--- src/rtl/tdmtx_pkg.sv ---
package tdmtx_pkg;

   typedef enum logic [1:0] {
      HOLD_EMPTY = 2'd0,
      HOLD_DATA  = 2'd1,
      HOLD_SKIP  = 2'd2
   } hold_e;

   typedef struct packed {
      logic tx_en;
      logic irq_en;
   } ctl_bits_t;

endpackage

--- src/rtl/tdmtx_timing.sv ---
module tdmtx_timing #(
   parameter int WORD_W    = 16,
   parameter int MAX_SLOTS = 32,
   localparam int BIT_W    = $clog2(WORD_W),
   localparam int SLOT_W   = $clog2(MAX_SLOTS)
) (
   input  logic              clk,
   input  logic              rst_n,
   input  logic              bit_en,
   input  logic              fsync,
   input  logic [SLOT_W-1:0] slot_div,
   output logic              frame_start,
   output logic              slot_start,
   output logic [SLOT_W-1:0] slot_idx
);

   localparam logic [BIT_W-1:0]  LAST_BIT = BIT_W'(WORD_W - 1);
   localparam logic [SLOT_W-1:0] MIN_LAST = SLOT_W'(1);

   logic              synced_q;
   logic [BIT_W-1:0]  bit_q;
   logic [SLOT_W-1:0] slot_q;
   logic [SLOT_W-1:0] last_slot;
   logic              wrap_start;

   always_comb begin
      last_slot   = (slot_div == '0) ? MIN_LAST : slot_div;
      frame_start = bit_en & fsync;
      wrap_start  = bit_en & synced_q & ~fsync & (bit_q == LAST_BIT);
      slot_start  = frame_start | wrap_start;
      if (frame_start || slot_q >= last_slot)
         slot_idx = '0;
      else
         slot_idx = slot_q + SLOT_W'(1);
   end

   always_ff @(posedge clk or negedge rst_n) begin
      if (!rst_n) begin
         synced_q <= 1'b0;
         bit_q    <= '0;
         slot_q   <= '0;
      end else if (frame_start) begin
         synced_q <= 1'b1;
         bit_q    <= '0;
         slot_q   <= '0;
      end else if (wrap_start) begin
         bit_q    <= '0;
         slot_q   <= slot_idx;
      end else if (bit_en && synced_q) begin
         bit_q    <= bit_q + BIT_W'(1);
      end
   end

endmodule

--- src/rtl/tdmtx_ctrl.sv ---
module tdmtx_ctrl
   import tdmtx_pkg::*;
#(
   parameter int MAX_SLOTS = 32,
   localparam int SLOT_W   = $clog2(MAX_SLOTS)
) (
   input  logic                 clk,
   input  logic                 rst_n,
   input  logic                 ctl_wr,
   input  logic                 ctl_tx_en,
   input  logic                 ctl_irq_en,
   input  logic [SLOT_W-1:0]    ctl_slot_div,
   input  logic [MAX_SLOTS-1:0] ctl_slot_mask,
   input  logic                 frame_start,
   input  logic                 slot_start,
   input  logic [SLOT_W-1:0]    slot_idx,
   output ctl_bits_t            ctl_q,
   output logic [SLOT_W-1:0]    slot_div_q,
   output logic                 slot_active
);

   logic [MAX_SLOTS-1:0] mask_q;
   logic                 run_q;
   logic                 drop_q;
   logic                 run_next;

   always_comb begin
      if (frame_start)
         run_next = ctl_q.tx_en;
      else
         run_next = run_q & ctl_q.tx_en & ~drop_q;
      slot_active = slot_start & run_next & mask_q[slot_idx];
   end

   always_ff @(posedge clk or negedge rst_n) begin
      if (!rst_n) begin
         ctl_q      <= '0;
         slot_div_q <= SLOT_W'(1);
         mask_q     <= '0;
      end else if (ctl_wr) begin
         ctl_q.tx_en  <= ctl_tx_en;
         ctl_q.irq_en <= ctl_irq_en;
         slot_div_q   <= ctl_slot_div;
         mask_q       <= ctl_slot_mask;
      end
   end

   always_ff @(posedge clk or negedge rst_n) begin
      if (!rst_n) begin
         run_q  <= 1'b0;
         drop_q <= 1'b0;
      end else begin
         if (slot_start)
            run_q <= run_next;
         if (frame_start)
            drop_q <= 1'b0;
         else if (run_q && !ctl_q.tx_en)
            drop_q <= 1'b1;
      end
   end

endmodule

--- src/rtl/tdmtx_hold.sv ---
module tdmtx_hold
   import tdmtx_pkg::*;
#(
   parameter int WORD_W = 16
) (
   input  logic              clk,
   input  logic              rst_n,
   input  logic              data_wr,
   input  logic [WORD_W-1:0] data_in,
   input  logic              skip_wr,
   input  logic              err_clr,
   input  logic              slot_active,
   output logic              load,
   output logic [WORD_W-1:0] load_word,
   output logic              empty,
   output logic              underrun
);

   hold_e             hold_q;
   logic [WORD_W-1:0] word_q;
   logic              miss;

   always_comb begin
      load      = slot_active & (hold_q == HOLD_DATA);
      miss      = slot_active & (hold_q == HOLD_EMPTY);
      load_word = word_q;
      empty     = (hold_q == HOLD_EMPTY);
   end

   always_ff @(posedge clk or negedge rst_n) begin
      if (!rst_n) begin
         hold_q <= HOLD_EMPTY;
         word_q <= '0;
      end else if (data_wr) begin
         hold_q <= HOLD_DATA;
         word_q <= data_in;
      end else if (skip_wr) begin
         hold_q <= HOLD_SKIP;
      end else if (slot_active) begin
         hold_q <= HOLD_EMPTY;
      end
   end

   always_ff @(posedge clk or negedge rst_n) begin
      if (!rst_n)
         underrun <= 1'b0;
      else if (miss)
         underrun <= 1'b1;
      else if (err_clr)
         underrun <= 1'b0;
   end

endmodule

--- src/rtl/tdmtx_shifter.sv ---
module tdmtx_shifter #(
   parameter int WORD_W    = 16,
   parameter bit MSB_FIRST = 1'b1
) (
   input  logic              clk,
   input  logic              rst_n,
   input  logic              bit_en,
   input  logic              slot_start,
   input  logic              load,
   input  logic [WORD_W-1:0] load_word,
   output logic              sd_out,
   output logic              sd_oe
);

   logic [WORD_W-1:0] sreg_q;
   logic [WORD_W-1:0] sreg_shifted;
   logic              head_bit;

   generate
      if (MSB_FIRST) begin : g_msb
         always_comb begin
            sreg_shifted = {sreg_q[WORD_W-2:0], 1'b0};
            head_bit     = sreg_q[WORD_W-1];
         end
      end else begin : g_lsb
         always_comb begin
            sreg_shifted = {1'b0, sreg_q[WORD_W-1:1]};
            head_bit     = sreg_q[0];
         end
      end
   endgenerate

   always_ff @(posedge clk or negedge rst_n) begin
      if (!rst_n) begin
         sreg_q <= '0;
         sd_oe  <= 1'b0;
      end else if (slot_start) begin
         sd_oe <= load;
         if (load)
            sreg_q <= load_word;
      end else if (bit_en) begin
         sreg_q <= sreg_shifted;
      end
   end

   assign sd_out = sd_oe & head_bit;

endmodule

--- src/rtl/tdm_net_tx.sv ---
module tdm_net_tx
   import tdmtx_pkg::*;
#(
   parameter int WORD_W    = 16,
   parameter int MAX_SLOTS = 32,
   parameter bit MSB_FIRST = 1'b1,
   localparam int SLOT_W   = $clog2(MAX_SLOTS)
) (
   input  logic                 clk,
   input  logic                 rst_n,
   input  logic                 bit_en,
   input  logic                 fsync,
   input  logic                 data_wr,
   input  logic [WORD_W-1:0]    data_in,
   input  logic                 skip_wr,
   input  logic                 ctl_wr,
   input  logic                 ctl_tx_en,
   input  logic                 ctl_irq_en,
   input  logic [SLOT_W-1:0]    ctl_slot_div,
   input  logic [MAX_SLOTS-1:0] ctl_slot_mask,
   input  logic                 err_clr,
   output logic                 sd_out,
   output logic                 sd_oe,
   output logic                 irq,
   output logic                 stat_empty,
   output logic                 stat_underrun
);

   generate
      if (WORD_W < 2) begin : g_bad_word
         $fatal(1, "tdm_net_tx: WORD_W must be at least 2");
      end
      if (MAX_SLOTS < 2 || (1 << SLOT_W) != MAX_SLOTS) begin : g_bad_slots
         $fatal(1, "tdm_net_tx: MAX_SLOTS must be a power of two, at least 2");
      end
   endgenerate

   logic              frame_start;
   logic              slot_start;
   logic [SLOT_W-1:0] slot_idx;
   logic [SLOT_W-1:0] slot_div_q;
   logic              slot_active;
   logic              load;
   logic [WORD_W-1:0] load_word;
   ctl_bits_t         ctl_q;

   tdmtx_timing #(.WORD_W(WORD_W), .MAX_SLOTS(MAX_SLOTS)) u_timing (
      .clk         (clk),
      .rst_n       (rst_n),
      .bit_en      (bit_en),
      .fsync       (fsync),
      .slot_div    (slot_div_q),
      .frame_start (frame_start),
      .slot_start  (slot_start),
      .slot_idx    (slot_idx)
   );

   tdmtx_ctrl #(.MAX_SLOTS(MAX_SLOTS)) u_ctrl (
      .clk           (clk),
      .rst_n         (rst_n),
      .ctl_wr        (ctl_wr),
      .ctl_tx_en     (ctl_tx_en),
      .ctl_irq_en    (ctl_irq_en),
      .ctl_slot_div  (ctl_slot_div),
      .ctl_slot_mask (ctl_slot_mask),
      .frame_start   (frame_start),
      .slot_start    (slot_start),
      .slot_idx      (slot_idx),
      .ctl_q         (ctl_q),
      .slot_div_q    (slot_div_q),
      .slot_active   (slot_active)
   );

   tdmtx_hold #(.WORD_W(WORD_W)) u_hold (
      .clk         (clk),
      .rst_n       (rst_n),
      .data_wr     (data_wr),
      .data_in     (data_in),
      .skip_wr     (skip_wr),
      .err_clr     (err_clr),
      .slot_active (slot_active),
      .load        (load),
      .load_word   (load_word),
      .empty       (stat_empty),
      .underrun    (stat_underrun)
   );

   tdmtx_shifter #(.WORD_W(WORD_W), .MSB_FIRST(MSB_FIRST)) u_shift (
      .clk        (clk),
      .rst_n      (rst_n),
      .bit_en     (bit_en),
      .slot_start (slot_start),
      .load       (load),
      .load_word  (load_word),
      .sd_out     (sd_out),
      .sd_oe      (sd_oe)
   );

   assign irq = stat_empty & ctl_q.irq_en & ctl_q.tx_en;

endmodule

--- config.mk ---
export PLATFORM = sky130hd
export DESIGN_NAME = tdm_net_tx
export DESIGN_NICKNAME = d
export VERILOG_FILES = /design/src/rtl/tdmtx_pkg.sv /design/src/rtl/tdmtx_timing.sv /design/src/rtl/tdmtx_ctrl.sv /design/src/rtl/tdmtx_hold.sv /design/src/rtl/tdmtx_shifter.sv /design/src/rtl/tdm_net_tx.sv
export SDC_FILE = /design/constraint.sdc
export NUM_CORES = 1
export LEC_CHECK = 0
export CAP_MARGIN = 20
export CORE_UTILIZATION = 55
export CTS_CLUSTER_SIZE = 8
export DETAILED_ROUTE_END_ITERATION = 7
export DONT_BUFFER_PORTS = 1
export PLACE_DENSITY = 0.77
export RECOVER_POWER = 50
export SKIP_LAST_GASP = 1
export SYNTH_ARGS = -nofsm -noshare
export SYNTH_HDL_FRONTEND = slang
export SYNTH_SLANG_ARGS = --single-unit
--- constraint.sdc ---
create_clock -name clk -period 5.41 [get_ports clk]
set_input_delay 1.3525 -clock clk [delete_from_list [all_inputs] [get_ports clk]]
set_output_delay 1.3525 -clock clk [all_outputs]
set_load 0.05 [all_outputs]
==> tab_implementation.tex <==
\begin{tabular}{lr}
\hline
Metric & Value \\
\hline
\multicolumn{2}{l}{\textbf{Global routing}} \\
Grt ovf & 0 \\
Antenna violations before repair & 0 \\
Number of global-route vias before repair & 2509 \\
Pin count of the biggest net entering global routing & 88 \\
Overall global routing resource usage & 20.7\% \\
First-pass GRT wire length & 11900 µm \\
\multicolumn{2}{l}{\textbf{Logic synthesis}} \\
Largest area contributor in the synthesized netlist & sky130\_fd\_sc\_hd\_\_dfrtp\_1 \\
Primary flip-flop cell chosen by synthesis mapping & sky130\_fd\_sc\_hd\_\_dfrtp\_1 \\
Mean instance size in the synthesized netlist & 12.8 µm² \\
Largest cells by area after synthesis & sky130\_fd\_sc\_hd\_\_dfrtp\_1 (52\%), sky130\_fd\_sc\_hd\_\_mux2\_2 (19\%), sky130\_fd\_sc\_hd\_\_mux2\_4 (2.9\%) \\
Number of flops mapped to enable cells by yosys & 0 \\
Top cell type's share of synthesized area & 52.1\% \\
Sequential fraction of the synthesis area & 52.8\% \\
Synth cell count leaders & sky130\_fd\_sc\_hd\_\_dfrtp\_1 (86), sky130\_fd\_sc\_hd\_\_mux2\_2 (71), sky130\_fd\_sc\_hd\_\_nand2\_1 (28), sky130\_fd\_sc\_hd\_\_o21ai\_0 (18), sky130\_fd\_sc\_hd\_\_inv\_1 (15) \\
Cell area after technology mapping & 4130 µm² \\
Cell with the most instances after synthesis & sky130\_fd\_sc\_hd\_\_dfrtp\_1 \\
Ys async rst share & 100\% \\
Count of mapped cells out of synthesis & 322 \\
Synthesized flop and latch total & 87 \\
Distinct cell type count of the synthesized netlist & 46 \\
Number of warning messages in the yosys log & 0 \\
Synthesized Nets & 392 \\
\multicolumn{2}{l}{\textbf{STA}} \\
Worst slew margin relative to its limit & 37.6\% \\
Final count of hold timing violations & 0 \\
Maximum clock rate & 0.263 GHz \\
Share of the clock period used by the worst path after layout & 70.4\% \\
Actual transition at the worst max-transition pin & 0.932 ns \\
Final min period & 3.81 ns \\
Total count of max-transition violations in the final report & 0 \\
Worst clock skew & 0.00668 ns \\
Total Negative Setup Slacks & 0 ns \\
Final-report setup violation count & 0 \\
Setup repair after global routing missed its margin & false \\
\multicolumn{2}{l}{\textbf{Power and ir drop}} \\
Leak & 1.98 nW \\
Power per cell area & 391 nW/µm² \\
Total power of the final layout & 1.71 mW \\
Peak supply drop & 0.215 mV \\
\multicolumn{2}{l}{\textbf{Drt}} \\
First DRT Iteration DRCs & 167 \\
Total routed wirelength & 7200 µm \\
DRC violations left & 0 \\
Detailed-route vias per instance & 5.68 \\
Total via count in the routed design & 2382 \\
Number of search-and-repair iterations in the first detailed-routing pass & 4 \\
WL per Instance & 17.2 µm \\
Antenna-violating nets left & 0 \\
\multicolumn{2}{l}{\textbf{Placed design}} \\
Dpl hpwl & 5090 µm \\
Cell area reported after detailed placement & 4170 µm² \\
Final Wtd Congestion & 0.874 \\
Port Buffer Count & 0 \\
\multicolumn{2}{l}{\textbf{Finish}} \\
Design area & 4380 µm² \\
Number of fill cells in the layout & 613 \\
Final Net Count & 387 \\
Share of cells above drive strength 1 & 31.9\% \\
Diodes inserted & 0 \\
Layout area overhead & 5.97\% \\
Final core utilization & 60.3\% \\
\multicolumn{2}{l}{\textbf{Clock network}} \\
Clock slew at reported path FFs & 0.08 ns \\
Htree depth & 3 \\
Clock sinks & 87 \\
Post\_cts resized & 0 \\
Clock tree from TritonCTS & yes \\
Clock Latency Late Sink & 0.35 ns \\
Hold-fix buffers at CTS & 0 \\
Cell chosen for the clock root & sky130\_fd\_sc\_hd\_\_clkbuf\_8 \\
Post-CTS setup buffers & 0 \\
Clock buffers created by TritonCTS & 9 \\
Largest buffer count on any clock path & 2 \\
\multicolumn{2}{l}{\textbf{Floorplanning}} \\
X dimension of the die & 88.6 µm \\
Site row count & 31 \\
Die height & 88.6 µm \\
Core outline area & 7250 µm² \\
Area of the die & 7860 µm² \\
Starting density of the core & 56.9\% \\
Top-level I/O count & 68 \\
\multicolumn{2}{l}{\textbf{Worst setup path}} \\
Category of cells accounting for the largest share of critical-path delay & simple AND/OR/NAND/NOR gates \\
Setup slack, reg-to-reg & 1.60 ns \\
Crit-path max FO & 18 \\
Required @ worst endpoint & 5.65 ns \\
Worst-path cell with the longest stage delay & sky130\_fd\_sc\_hd\_\_or4b\_1 \\
Kind of capture point of the worst setup path & register \\
Critical register-to-register path startpoint & u\_timing.slot\_q[0] \\
Kind of launch point of the worst setup path & register \\
R2R Path End & u\_shift.sreg\_q[11] \\
FF-to-FF path depth & 8 \\
Data arrival time at the worst-slack endpoint & 4.05 ns \\
CP Cell Sequence & ha\_1 -> xnor2\_1 -> o21ai\_0 -> a221oi\_1 -> a211oi\_1 -> a2bb2oi\_1 -> or4b\_1 -> mux2\_4 \\
Delay contributed by the slowest stage of the critical path & 0.92 ns \\
Crit Path Category & register to register \\
Count of buffer and inverter cells on the critical path & 0 \\
\multicolumn{2}{l}{\textbf{Worst hold path}} \\
Beginning of the worst hold path & u\_hold.load\_word[15] \\
Hold depth & 1 \\
Classification of the worst-slack hold path & register to register \\
Hold EP & u\_shift.sreg\_q[15] \\
\multicolumn{2}{l}{\textbf{Job}} \\
Reported max-cap violation count & 0 \\
\multicolumn{2}{l}{\textbf{Run status}} \\
Run status & complete, no violations \\
\hline
\end{tabular}
[power by group]
part	switching (mW)	total (mW)	leakage, nW	internal (mW)
Combinational	0.175	0.405	0.812	0.230
Sequential	0.0792	0.823	1.07	0.744
Clock	0.214	0.483	0.105	0.269
Total	0.468	1.71	1.98	1.24
[cells in the final DEF (no fill, tap or decap), drive strengths merged, types with 3 or more instances in the layout]
cell type,netlist,layout
a21oi,5,5
and3,4,4
clkbuf,8,11
dfrtp,86,86
ha,7,7
inv,15,15
mux2,79,79
mux2i,8,8
mux4,4,4
nand2,28,28
nand3,4,4
nor2,7,7
nor2b,3,3
o21ai,18,18
o22ai,3,3
xor2,3,3
[stage by stage]
step,hold slack [ns],setup WS (ns),instances
floorplan,0.473,1.94,322
finish,0.501,1.60,419
detailed placement,0.490,1.59,405
global placement,0.484,1.72,405
global route,0.532,1.32,419
CTS,0.509,1.58,419
[state kept, by name, indices dropped and copies added (netlist names), 2 cells and up]
name,count
u_ctrl.ctl_q,2
u_ctrl.mask_q,32
u_ctrl.slot_div_q,5
u_hold.hold_q,2
u_hold.load_word,16
u_shift.sreg_q,16
u_timing.bit_q,4
u_timing.slot_q,5
[cell families after synthesis]
logic type               count (synthesis)  share of synthesized area [%]
adder cells (fa/ha/maj)                  7                           2.12
XOR/XNOR                                 5                           1.70
AO/OA/AOI/OAI                           44                           6.97
AND/OR/NAND/NOR                         57                           6.58
buffers and inverters                   31                           3.48
multiplexers                            91                           26.4
flip-flops                              87                           52.8
[worst max-delay path by stage]
stage          slack, ns            endpoint               start  cells after the start
6_report            1.60  u_shift.sreg_q[11]  u_timing.slot_q[0]                      8
5_1_grt             1.32   u_shift.sreg_q[3]  u_timing.slot_q[0]                      9
4_1_cts             1.58  u_shift.sreg_q[10]  u_timing.slot_q[0]                      8
3_5_place_dp        1.59   u_shift.sreg_q[9]  u_timing.slot_q[0]                      8
3_3_place_gp        1.72  u_shift.sreg_q[15]  u_timing.slot_q[0]                      8
2_1_floorplan       1.94  u_shift.sreg_q[10]               fsync                      9
[layer usage]
metal	wire [µm]	vias up	share of wire [%]	global-route usage (%)
met5	0	-	0	0
met4	181	0	2.5	8.94
met3	442	12	6.1	7.00
met2	3440	55	48	31.5
met1	3140	1178	44	27.2
li1	-	1137	-	-
[layout make-up]
type	instances	area [µm²]	area share (%)
multi-input combinational	204	1810	41.3
clock inverter	3	68.8	1.57
sequential	87	2180	49.8
inverter	15	56.3	1.29
tap	99	124	2.83
clock buffer	11	141	3.23
No activity file was read; power rests on OpenSTA's default activity.
